File: src/rtl/xint_ctrl.sv
module xint_ctrl #(
  parameter int EXT_N = 4,
  parameter int PC_LO = 4,
  parameter int PC_HI = 8
) (
  input  logic             clk,
  input  logic             rst_n,
  input  logic             gie,
  input  logic [3:0]       ext_pin,
  input  logic [11:0]      pc_pin,
  input  logic             bus_we,
  input  logic [2:0]       bus_addr,
  input  logic [7:0]       bus_wdata,
  output logic [7:0]       bus_rdata,
  output logic [3:0]       ext_req,
  output logic [1:0]       pc_req
);
  localparam int PC_N = PC_LO + PC_HI;
  localparam int IN_W = EXT_N + PC_N;
  localparam int SENSE_W = 2 * EXT_N;
  localparam logic [2:0] A_SENSE = 3'd0, A_EEN = 3'd1, A_EFLAG = 3'd2,
                         A_PEN = 3'd3, A_PFLAG = 3'd4, A_MASK0 = 3'd5, A_MASK1 = 3'd6;

  logic [IN_W-1:0] sy1, sy2, sy3;
  logic [SENSE_W-1:0] sense_r;
  logic [EXT_N-1:0] ext_en_r, ext_flag_r, ext_set, ext_clr, ext_lvl;
  logic [1:0] pc_en_r, pc_flag_r, pc_set, pc_clr;
  logic [PC_LO-1:0] mask0_r;
  logic [PC_HI-1:0] mask1_r;

  always_ff @(posedge clk or negedge rst_n)
    if (!rst_n) begin
      sy1 <= '1;
      sy2 <= '1;
      sy3 <= '1;
    end else begin
      sy1 <= {pc_pin, ext_pin};
      sy2 <= sy1;
      sy3 <= sy2;
    end

  wire [EXT_N-1:0] e_now = sy2[EXT_N-1:0];
  wire [EXT_N-1:0] e_old = sy3[EXT_N-1:0];
  wire [PC_N-1:0]  p_tgl = sy2[IN_W-1:EXT_N] ^ sy3[IN_W-1:EXT_N];

  always_comb
    for (int i = 0; i < EXT_N; i++) begin
      ext_lvl[i] = 1'b0;
      case (sense_r[2*i +: 2])
        2'b00:   begin ext_set[i] = 1'b0; ext_lvl[i] = 1'b1; end
        2'b01:   ext_set[i] = e_now[i] ^ e_old[i];
        2'b10:   ext_set[i] = e_old[i] & ~e_now[i];
        default: ext_set[i] = ~e_old[i] & e_now[i];
      endcase
    end

  assign pc_set  = {|(p_tgl[PC_N-1:PC_LO] & mask1_r), |(p_tgl[PC_LO-1:0] & mask0_r)};
  assign ext_clr = (bus_we && bus_addr == A_EFLAG) ? bus_wdata[EXT_N-1:0] : '0;
  assign pc_clr  = (bus_we && bus_addr == A_PFLAG) ? bus_wdata[1:0] : '0;

  always_ff @(posedge clk or negedge rst_n)
    if (!rst_n) begin
      sense_r    <= '0;
      ext_en_r   <= '0;
      ext_flag_r <= '0;
      pc_en_r    <= '0;
      pc_flag_r  <= '0;
      mask0_r    <= '0;
      mask1_r    <= '0;
    end else begin
      ext_flag_r <= (ext_flag_r & ~ext_clr) | ext_set;
      pc_flag_r  <= (pc_flag_r & ~pc_clr) | pc_set;
      if (bus_we)
        case (bus_addr)
          A_SENSE: sense_r  <= bus_wdata[SENSE_W-1:0];
          A_EEN:   ext_en_r <= bus_wdata[EXT_N-1:0];
          A_PEN:   pc_en_r  <= bus_wdata[1:0];
          A_MASK0: mask0_r  <= bus_wdata[PC_LO-1:0];
          A_MASK1: mask1_r  <= bus_wdata[PC_HI-1:0];
          default: ;
        endcase
    end

  always_comb begin
    bus_rdata = '0;
    case (bus_addr)
      A_SENSE: bus_rdata[SENSE_W-1:0] = sense_r;
      A_EEN:   bus_rdata[EXT_N-1:0]   = ext_en_r;
      A_EFLAG: bus_rdata[EXT_N-1:0]   = ext_flag_r;
      A_PEN:   bus_rdata[1:0]         = pc_en_r;
      A_PFLAG: bus_rdata[1:0]         = pc_flag_r;
      A_MASK0: bus_rdata[PC_LO-1:0]   = mask0_r;
      A_MASK1: bus_rdata[PC_HI-1:0]   = mask1_r;
      default: ;
    endcase
  end

  assign ext_req = {EXT_N{gie}} & ext_en_r & ((ext_lvl & ~e_now) | (~ext_lvl & ext_flag_r));
  assign pc_req  = {2{gie}} & pc_en_r & pc_flag_r;
endmodule

File: config.mk
export PLATFORM = sky130hd
export DESIGN_NAME = xint_ctrl
export DESIGN_NICKNAME = d
export VERILOG_FILES = /design/src/rtl/xint_ctrl.sv
export SDC_FILE = /design/constraint.sdc
export NUM_CORES = 1
export LEC_CHECK = 0
export BUFFER_PORTS_ARGS = -buffer_cell sky130_fd_sc_hd__buf_2
export CORE_MARGIN = 8
export CORE_UTILIZATION = 50
export DETAILED_ROUTE_END_ITERATION = 8
export HOLD_SLACK_MARGIN = 0.03
export PLACE_DENSITY_LB_ADDON = 0.05
export REMOVE_ABC_BUFFERS = 1
export SLEW_MARGIN = 20
export SYNTH_ARGS = -nofsm -noshare
export SYNTH_HDL_FRONTEND = slang
export SYNTH_SLANG_ARGS = --single-unit
File: constraint.sdc
create_clock -name clk -period 1.6 [get_ports clk]
set_input_delay 0 -clock clk [delete_from_list [all_inputs] [get_ports clk]]
set_output_delay 0 -clock clk [all_outputs]
set_load 0.01 [all_outputs]
==> metrics.cfg <==
[outcome]
outcome = finished, final reports clean

[synth]
synth.mux.area_fraction_pct = 13.4
synth-simple-area-share_pct = 8.24
synth_area_per_cell_um2 = 14.2
yosysWarningCount = 0
synth-edff-count = 0
ys_top_cells_by_area = dfstp_2 (39%), dfrtp_1 (25%), mux2_2 (9.3%), xor2_1 (3.2%), ha_1 (3.1%)
synth_fa_ha_area_share_pct = 3.07
synth-compound-area-share_pct = 6.82
synth-seq-cells = 80
synth_top_cell_by_area = dfstp_2
syn_inst = 230
synth.distinct_cells = 39
yosysSeqAreaShare_pct = 63.1
synthArstFlopShare_pct = 100
synth_xor_area_share_pct = 3.22
ys.flop_type = dfstp_2
synth_top_family_by_area = multiplexers
synth_top_area_share_pct = 38.6
synth_area_um2 = 3270

[timing]
rsz0062_at_grt = false
fin_setup_tns_ps = 0
hold_viol = 0
hold_slack_ps = 97.2
report.final.slew_viol_count = 0
fin_crit_sh_pct = 95.4
maxSlewHeadroom_pct = 73.3
fin_skew_ps = 8.09
tightest_slew_ps = 398
max_freq_mhz = 655
layout_min_cycle_time_ps = 1530
setup_violations = 0

[floorplan]
core-area_um2 = 6350
io_pins = 45
initial_utilization_pct = 51.4
dieWidth_um = 96.8
die_h_um = 96.8
dieArea_um2 = 9370
fp-row-count = 29

[routing]
routedWlPerCell_um = 16.2
drt_iter0_drc = 108
drt.antenna.violating_nets = 0
route.detailed.drc = 0
route.final.wire_length_mm = 6.41
dr.pass1.iters = 4
num_vias = 2041
viasPerCell = 5.17

[setup_path]
r2r_cells = 4
worstPathRequired_ps = 1600
cp-start-kind = flop
r2r_start = sy2[0]$_DFF_PN1_
critPathMaxFanout = 3
cp-end-kind = primary output
r2r-end = ext_flag_r[0]$_DFF_PN0_
criticalPathCategory = flop to primary output
reg2reg_slack_ps = 100
cp_data_arrival_time_ps = 1530

[cts]
clk_latency_ps = 350
clk_path_buf_depth = 2
htree_levels = 3
cts.clk_slew.worst_paths_ps = 90
cts_tree = done
clock_sinks = 80
clockRootBuffer = clkbuf_8
cts_inserted_buffers = 9

[power]
powerDensity_nw_per_um2 = 1130
leakagePower_nw = 1.83
ir_drop_mv = 0.709
totalPowerFinal_mw = 4.60

[cells_and_area]
mostFrequentLayoutCells = dfstp_2 (48), buf_2 (43), dfrtp_1 (32)
layout.cells.non_filler = 395
layout.nets = 352
n_fill_cell = 485
syn_to_final_growth_pct = 24.9
layout_commonest_cell = dfstp_2
drive_above_1_share_pct = 48.4
fin_util_pct = 64.2
antenna_cells = 0

[grt]
grt_overflow_total = 0
grt_max_degree = 56
grt_pass1_wl_mm = 10.8
grt_usage_pct = 14.1
antenna_found_initial = 0
grt_pass1_vias = 2192

[hold_path]
worstHoldPathType = input port to asynchronous set/reset pin

[place]
dpl.hpwl_mm = 4.40
placed_cells = 350
portBuffers = 44
gp_congestion = 0.787

[flow_run]
drv_cap = 0

## worst max-delay path by stage
stage | from | end | slack [ps] | cells past startpoint
after floorplan | sy2[0]$_DFF_PN1_ | ext_flag_r[0]$_DFF_PN0_ | 160 | 4
after global placement | sy2[3]$_DFF_PN1_ | ext_flag_r[3]$_DFF_PN0_ | 140 | 4
after detailed placement | sy2[0]$_DFF_PN1_ | ext_flag_r[0]$_DFF_PN0_ | 100 | 4
after CTS | mask1_r[0]$_DFFE_PN0P_ | bus_rdata[0] | 20 | 4
after global routing | mask1_r[0]$_DFFE_PN0P_ | bus_rdata[0] | 7 | 4
final | mask1_r[0]$_DFFE_PN0P_ | bus_rdata[0] | 70 | 4
## worst max-delay path, cell delays in order, from the launching register on
cell and delay (ps):
dfrtp_1 410, mux4_2 470, nor2_1 100, a21oi_1 50, buf_2 140
## cell type report
| class | instances | area (um^2) | share of cell area, % |
|---|---|---|---|
| Sequential cell | 80 | 2060 | 50.6 |
| Clock buffer | 9 | 124 | 3.04 |
| Timing Repair Buffer | 78 | 566 | 13.9 |
| Multi-Input combinational cell | 136 | 1140 | 28.0 |
| Tap cell | 77 | 96.3 | 2.36 |
| Inverter | 8 | 30.0 | 0.736 |
| Clock inverter | 7 | 60.1 | 1.47 |
## what timing repair did
action,in CTS,in global routing
hold buffers,25,0
setup buffers,0,4
hold endpoints to repair,89,0
setup endpoints to repair,0,2
gates resized for setup,0,1
## where the power goes
group	switching, mW	leakage, nW	internal, mW
Clock	0.787	0.0965	0.593
Combinational	0.300	0.857	0.414
Sequential	0.208	0.872	2.30
## cell usage after synthesis (2+ instances only)
master and number:
xor2_1 12, ha_1 8, nor2b_1 2, a21oi_1 3
nand3_1 3, o21ai_0 4, nor2_1 14, dfstp_2 48
o31ai_1 2, a211oi_1 3, inv_1 8, and3_1 5
a22oi_1 9, mux2i_1 4, nor3b_1 3, and2b_1 2
mux2_2 27, nand2_1 12, mux2_4 4, buf_2 4
a221o_1 4, dfrtp_1 32
## layer usage
metal  wire length, um  GRT usage, %  up-vias
li1                  -             -      975
met1              2980          17.6     1018
met2              3060          22.2       41
met3               293          4.77        7
met4                76          4.97        0
met5                 0             0        -
## flip-flops by register name, summed over array words and instances, names as in the netlist
signal / flops
sy1: 16
sy2: 16
sy3: 16
mask1_r: 8
sense_r: 8
ext_en_r: 4
ext_flag_r: 4
mask0_r: 4
pc_en_r: 2
pc_flag_r: 2
## through the flow
stage	area, um^2	setup slack, ps
after CTS	4040	24.3
after detailed placement	3610	95.6
after floorplan	3230	161
after global placement	3610	142
final	4080	73.1
after global routing	4080	7.04
## logic make-up after synthesis
family / Yosys count
compound gates: 30
xor+xnor: 12
fa+ha+maj: 8
buf+inv: 14
flops: 80
mux: 37
simple gates: 49
Power figures use the tool's default switching activity.
